File: src/rtl/usb_bufstat_pkg.sv
package usb_bufstat_pkg;

  function automatic logic mode_bad(input logic tx, input logic hold, input logic autoc);
    return tx ? (hold | autoc) : (hold & autoc);
  endfunction

  function automatic int unsigned next_plane(input int unsigned cur, input logic dbl,
                                             input int unsigned nplanes);
    if (!dbl) return 0;
    return (cur == nplanes - 1) ? 0 : cur + 1;
  endfunction

endpackage

File: src/rtl/usb_bufstat_mode.sv
module usb_bufstat_mode
  import usb_bufstat_pkg::*;
(
  input  logic clk,
  input  logic rst_n,
  input  logic pipe_clear,
  input  logic dir_tx,
  input  logic hold_mode,
  input  logic auto_clr,
  output logic bad_now,
  output logic err_q,
  output logic hold_md
);
  assign bad_now = mode_bad(dir_tx, hold_mode, auto_clr);
  assign hold_md = !dir_tx && hold_mode && !auto_clr;

  always_ff @(posedge clk or negedge rst_n) begin
    if (!rst_n)          err_q <= 1'b0;
    else if (pipe_clear) err_q <= 1'b0;
    else if (bad_now)    err_q <= 1'b1;
  end
endmodule

File: src/rtl/usb_bufstat_tcnt.sv
module usb_bufstat_tcnt #(
  parameter int TCW = 8
) (
  input  logic           clk,
  input  logic           rst_n,
  input  logic           pipe_clear,
  input  logic           blk,
  input  logic           tc_load,
  input  logic [TCW-1:0] tc_value,
  input  logic           fill_acc,
  output logic [TCW-1:0] tc_left,
  output logic           tc_stop,
  output logic           tc_dec
);
  logic           act_q;
  logic [TCW-1:0] cnt_q;

  assign tc_stop = act_q && (cnt_q == '0);
  assign tc_dec  = fill_acc && act_q;
  assign tc_left = cnt_q;

  always_ff @(posedge clk or negedge rst_n) begin
    if (!rst_n) begin
      act_q <= 1'b0;
      cnt_q <= '0;
    end else if (pipe_clear) begin
      act_q <= 1'b0;
      cnt_q <= '0;
    end else if (!blk) begin
      if (tc_load) begin
        act_q <= 1'b1;
        cnt_q <= tc_value;
      end else if (tc_dec) begin
        cnt_q <= cnt_q - 1'b1;
      end
    end
  end
endmodule

File: src/rtl/usb_bufstat_planes.sv
module usb_bufstat_planes
  import usb_bufstat_pkg::*;
#(
  parameter int NPL = 2,
  localparam int PW = (NPL > 1) ? $clog2(NPL) : 1
) (
  input  logic           clk,
  input  logic           rst_n,
  input  logic           pipe_clear,
  input  logic           blk,
  input  logic           dir_tx,
  input  logic           dbl_buf,
  input  logic           hold_md,
  input  logic           bus_done,
  input  logic           cpu_done,
  input  logic           sw_clear,
  input  logic           tc_stop,
  input  logic           tc_load,
  output logic [NPL-1:0] full_q,
  output logic [PW-1:0]  bptr_q,
  output logic [PW-1:0]  cptr_q,
  output logic           hold_q,
  output logic           fill_acc,
  output logic           drain_acc,
  output logic           wr_acc,
  output logic           snd_acc,
  output logic           any_full,
  output logic           any_empty
);
  logic           bus_hit, cpu_hit, bus_adv, cpu_adv, hold_set;
  logic [NPL-1:0] full_nxt, act_mask;

  assign bus_hit   = full_q[bptr_q];
  assign cpu_hit   = full_q[cptr_q];
  assign fill_acc  = !blk && !dir_tx && bus_done && !bus_hit && !tc_stop && !tc_load;
  assign drain_acc = !blk && !dir_tx && cpu_done && cpu_hit;
  assign wr_acc    = !blk && dir_tx && cpu_done && !cpu_hit;
  assign snd_acc   = !blk && dir_tx && bus_done && bus_hit;
  assign bus_adv   = fill_acc || snd_acc;
  assign cpu_adv   = drain_acc || wr_acc;

  for (genvar i = 0; i < NPL; i++) begin : g_plane
    logic set_i, clr_i;
    assign act_mask[i] = (i == 0) || dbl_buf;
    assign set_i = (fill_acc && bptr_q == PW'(i)) || (wr_acc  && cptr_q == PW'(i));
    assign clr_i = (drain_acc && cptr_q == PW'(i)) || (snd_acc && bptr_q == PW'(i));
    assign full_nxt[i] = set_i ? 1'b1 : (clr_i ? 1'b0 : full_q[i]);
  end

  assign any_full  = |(full_q & act_mask);
  assign any_empty = |(~full_q & act_mask);
  assign hold_set  = drain_acc && hold_md && ((full_nxt & act_mask) == '0);

  always_ff @(posedge clk or negedge rst_n) begin
    if (!rst_n) begin
      full_q <= '0;
      bptr_q <= '0;
      cptr_q <= '0;
      hold_q <= 1'b0;
    end else if (pipe_clear) begin
      full_q <= '0;
      bptr_q <= '0;
      cptr_q <= '0;
      hold_q <= 1'b0;
    end else if (!blk) begin
      full_q <= full_nxt;
      if (bus_adv) bptr_q <= PW'(next_plane(int'(bptr_q), dbl_buf, NPL));
      if (cpu_adv) cptr_q <= PW'(next_plane(int'(cptr_q), dbl_buf, NPL));
      if (hold_set)                hold_q <= 1'b1;
      else if (sw_clear && hold_q) hold_q <= 1'b0;
    end
  end
endmodule

File: src/rtl/usb_pipe_bufstat.sv
module usb_pipe_bufstat #(
  parameter int NPL = 2,
  parameter int TCW = 8,
  localparam int PW = (NPL > 1) ? $clog2(NPL) : 1
) (
  input  logic           clk,
  input  logic           rst_n,
  input  logic           dir_tx,
  input  logic           hold_mode,
  input  logic           auto_clr,
  input  logic           dbl_buf,
  input  logic           bus_done,
  input  logic           cpu_done,
  input  logic           sw_clear,
  input  logic           pipe_clear,
  input  logic           tc_load,
  input  logic [TCW-1:0] tc_value,
  output logic           buf_rdy,
  output logic           mode_err,
  output logic [PW-1:0]  cpu_plane,
  output logic [PW-1:0]  bus_plane,
  output logic [NPL-1:0] plane_full,
  output logic [TCW-1:0] tc_left,
  output logic           tc_stop
);
  logic bad_now, hold_md, blk, hold_q;
  logic fill_acc, drain_acc, wr_acc, snd_acc, any_full, any_empty, tc_dec;

  usb_bufstat_mode u_mode (
    .clk(clk), .rst_n(rst_n), .pipe_clear(pipe_clear), .dir_tx(dir_tx),
    .hold_mode(hold_mode), .auto_clr(auto_clr), .bad_now(bad_now),
    .err_q(mode_err), .hold_md(hold_md)
  );

  assign blk = bad_now || mode_err;

  usb_bufstat_planes #(.NPL(NPL)) u_planes (
    .clk(clk), .rst_n(rst_n), .pipe_clear(pipe_clear), .blk(blk),
    .dir_tx(dir_tx), .dbl_buf(dbl_buf), .hold_md(hold_md),
    .bus_done(bus_done), .cpu_done(cpu_done), .sw_clear(sw_clear),
    .tc_stop(tc_stop), .tc_load(tc_load), .full_q(plane_full),
    .bptr_q(bus_plane), .cptr_q(cpu_plane), .hold_q(hold_q),
    .fill_acc(fill_acc), .drain_acc(drain_acc), .wr_acc(wr_acc),
    .snd_acc(snd_acc), .any_full(any_full), .any_empty(any_empty)
  );

  usb_bufstat_tcnt #(.TCW(TCW)) u_tcnt (
    .clk(clk), .rst_n(rst_n), .pipe_clear(pipe_clear), .blk(blk),
    .tc_load(tc_load), .tc_value(tc_value), .fill_acc(fill_acc),
    .tc_left(tc_left), .tc_stop(tc_stop), .tc_dec(tc_dec)
  );

  assign buf_rdy = !blk && (dir_tx ? any_empty : (any_full || (hold_md && hold_q)));
endmodule

File: config.mk
export PLATFORM = sky130hd
export DESIGN_NAME = usb_pipe_bufstat
export DESIGN_NICKNAME = d
export VERILOG_FILES = /design/src/rtl/usb_bufstat_pkg.sv /design/src/rtl/usb_bufstat_mode.sv /design/src/rtl/usb_bufstat_tcnt.sv /design/src/rtl/usb_bufstat_planes.sv /design/src/rtl/usb_pipe_bufstat.sv
export SDC_FILE = /design/constraint.sdc
export NUM_CORES = 1
export LEC_CHECK = 0
export ABC_AREA = 1
export CORE_AREA = 2 2 58 46
export DETAILED_ROUTE_END_ITERATION = 6
export DIE_AREA = 0 0 60 48
export GPL_TIMING_DRIVEN = 0
export PLACE_DENSITY = 0.82
export SLEW_MARGIN = 20
export SYNTH_ARGS = -nofsm -noshare
export SYNTH_HDL_FRONTEND = slang
export SYNTH_SLANG_ARGS = --single-unit
File: constraint.sdc
create_clock -name clk -period 2.3 [get_ports clk]
set_input_delay 0.23 -clock clk [delete_from_list [all_inputs] [get_ports clk]]
set_output_delay 0.23 -clock clk [all_outputs]
set_load 0.005 [all_outputs]
==> impl_metrics.py <==
metrics = {
    "run_status": {
        "status": "complete, no violations",
    },
    "power": {
        "peakVddDrop_v": 0.0003642,
        "p_per_area_nw_per_um2": 516.3,
        "leakage_nw": 0.6751,
    },
    "route": {
        "vias": 1208,
        "drtPass1Iterations": 4,
        "routed_wirelength_um": 3008,
        "ant_nets": 0,
        "first_iter_violations": 41,
        "post-route-drc-count": 0,
        "wl_per_cell_um": 13.08,
        "via_per_inst": 5.252,
    },
    "timing": {
        "slew-limit-headroom": 0.5254,
        "fin_setup_tns_ps": 0,
        "fin_ws_ps": 167.8,
        "fin_worst_skew_ps": 1.060,
        "worstMarginPinSlew_ps": 709.7,
        "post-route-min-period_ps": 2132,
        "finalHoldViolations": 0,
        "finalSetupViolations": 0,
        "timing.fmax_mhz": 469.0,
        "drv_slew": 0,
        "period_share": 0.9271,
        "rsz0062_at_grt": "false",
    },
    "clock_tree": {
        "path_clk_slew_ps": 90,
        "ctsResizeCount": 0,
        "clk_latency_ps": 290,
        "cts_tree": "built",
        "ctsHtreeMaxLevel": 1,
        "postCtsSetupBuffers": 0,
        "cts_root_buf": "clkbuf_4",
        "cts_made_buffers": 3,
        "cts_sinks": 15,
        "clk_path_buf_depth": 2,
        "holdBufCountCts": 0,
    },
    "floorplanning": {
        "die_w_um": 60,
        "io_pins": 34,
        "die_h_um": 48,
        "die-area_um2": 2880,
        "core_area_um2": 2271,
        "start_util": 0.4882,
        "rows": 15,
    },
    "synth": {
        "synth_top_area_frac": 0.3386,
        "synth_most_common_cell": "nand2_1",
        "synth_commonest_cells": "nand2_1 (33), nor2_1 (24), inv_1 (23)",
        "synth_area_leaders": "dfrtp_1 (34%), nand2_1 (11%), nor2_1 (8.1%)",
        "synth_ff_type": "dfrtp_1",
        "syn-cell-area_um2": 1109,
        "ys_async_sr_fraction": 1.000,
        "ys_types": 28,
        "synth_cells": 160,
        "synth_area_leader_cell": "dfrtp_1",
        "synthesis.nets": 181,
        "ys_warn_count": 0,
        "synth_edf_count": 0,
        "synth-seq-cells": 15,
        "yosysSeqAreaShare": 0.3386,
        "syn_avg_cell_area_um2": 6.929,
    },
    "critical_path": {
        "worstSetupEndpointType": "output port",
        "setup.worst_path.start": "hold_mode",
        "rrSetupSlack_ps": 470,
        "cp_common_cell": "clkdlybuf4s50_1",
        "crit_buf_inv": 3,
        "cp_slowest_stage_delay_ps": 520,
        "start_kind": "primary input",
        "cpLargestDelayFamily": "buffers and inverters",
        "crit_fanout": 7,
        "worstPathCellList": "clkdlybuf4s50_1 > a211oi_4 > inv_1 > o22ai_1 > clkdlybuf4s50_1",
        "critPathRequiredTime_ps": 2070,
        "r2r_end": "u_planes.hold_q",
        "reg2reg_from": "u_tcnt.tc_left[0]",
        "critPathCapture": "buf_rdy",
        "crit_cells": 5,
        "criticalPathCategory": "primary input to output port",
        "reg2reg_depth": 15,
        "slowest_stage": "clkdlybuf4s50_1",
        "crit_arrival_ps": 1900,
    },
    "grt": {
        "grt_pass1_vias": 1023,
        "track_usage": 0.2261,
        "grt-ovfl-total": 0,
        "grt_max_degree": 16,
        "antenna_found_initial": 0,
        "grt_pass1_wl_um": 4726,
    },
    "placed_design": {
        "io_buffer_count": 32,
        "placed_cells": 226,
        "place_ws_ps": 188.6,
        "gp_congestion": 0.9375,
        "dp_hpwl_um": 2391,
    },
    "cells_and_area": {
        "areaGrowthSynthToFinish_pct": 35.10,
        "multi_input_area_um2": 619.3,
        "nets": 218,
        "diodes": 0,
        "drive_above_1_share": 0.07143,
        "fin_util": 0.6595,
        "instances_no_fill": 230,
        "fill_cells": 195,
        "seq_area_um2": 375.4,
    },
    "run": {
        "cap_violations": 0,
    },
    "min_path": {
        "holdCritPathClass": "primary input to asynchronous set/reset pin",
    },
}
## area by class of cell
cell class | count | area share
multi-input cells | 118 | 0.4135
flip-flops and latches | 15 | 0.2506
repair buffers | 32 | 0.2139
inverters | 24 | 0.06015
well taps | 34 | 0.02840
clock buffers | 4 | 0.01754
plain buffers | 3 | 0.01587
## metrics by stage
stage               hold WS, ps  area (um^2)   power, W
CTS                       333.5         1498  0.0007781
finish                    357.3         1498  0.0007732
global route              381.0         1498  0.0008291
floorplan                -65.59         1109  0.0004858
detailed placement        513.2         1471  0.0006202
global placement          502.7         1471  0.0006095
## registers in the layout (all words and copies together) (netlist names)
signal           flops
u_mode.err_q         1
u_planes.bptr_q      1
u_planes.cptr_q      1
u_planes.full_q      2
u_planes.hold_q      1
u_tcnt.act_q         1
u_tcnt.tc_left       8
## layout by cell type, fill, tap and decap left out, drive strengths merged, types with 2 or more instances in the layout
| cell type | instances |
|---|---|
| o31ai | 4 |
| nand3 | 16 |
| clkdlybuf4s50 | 32 |
| o2111ai | 2 |
| a21oi | 2 |
| ha | 2 |
| inv | 24 |
| o21ai | 16 |
| xor2 | 2 |
| nor2 | 26 |
| o22ai | 3 |
| dfrtp | 15 |
| o211ai | 2 |
| clkbuf | 5 |
| nand2 | 35 |
| nand4 | 2 |
| a31oi | 2 |
## power by group
| group | internal, W | total (W) | switching (W) | leakage, nW |
|---|---|---|---|---|
| sequential | 0.000291 | 0.000327 | 0.0000365 | 0.200 |
| clock | 0.0000675 | 0.000155 | 0.0000879 | 0.0150 |
| combinational | 0.000144 | 0.000291 | 0.000146 | 0.460 |
| total | 0.000503 | 0.000773 | 0.000271 | 0.675 |
## how the worst min path moves through the flow
stage / end / slack (ps) / cells after the start
3_5_place_dp: u_planes.hold_q / 510 / 2
6_report: u_tcnt.tc_left[4] / 360 / 1
2_1_floorplan: u_mode.err_q / -70 / 0
5_1_grt: u_planes.full_q[0] / 380 / 2
4_1_cts: u_planes.full_q[1] / 330 / 2
3_3_place_gp: u_planes.hold_q / 500 / 2
## routing by layer
| layer | part of all wire | track usage |
|---|---|---|
| met5 | 0 | 0 |
| met4 | 0.0093 | 0.02667 |
| met3 | 0.059 | 0.05676 |
| met2 | 0.47 | 0.3413 |
| met1 | 0.46 | 0.3355 |
## cell families (layout without fill, tap and decap cells)
family	count (synthesis)	after routing	share of synthesized area
compound gates	33	33	0.2009
fa+ha+maj	2	2	0.02257
simple gates	80	80	0.3115
buf+inv	27	63	0.1027
xor+xnor	3	3	0.02371
flops	15	15	0.3386
Power figures use the tool's default switching activity.
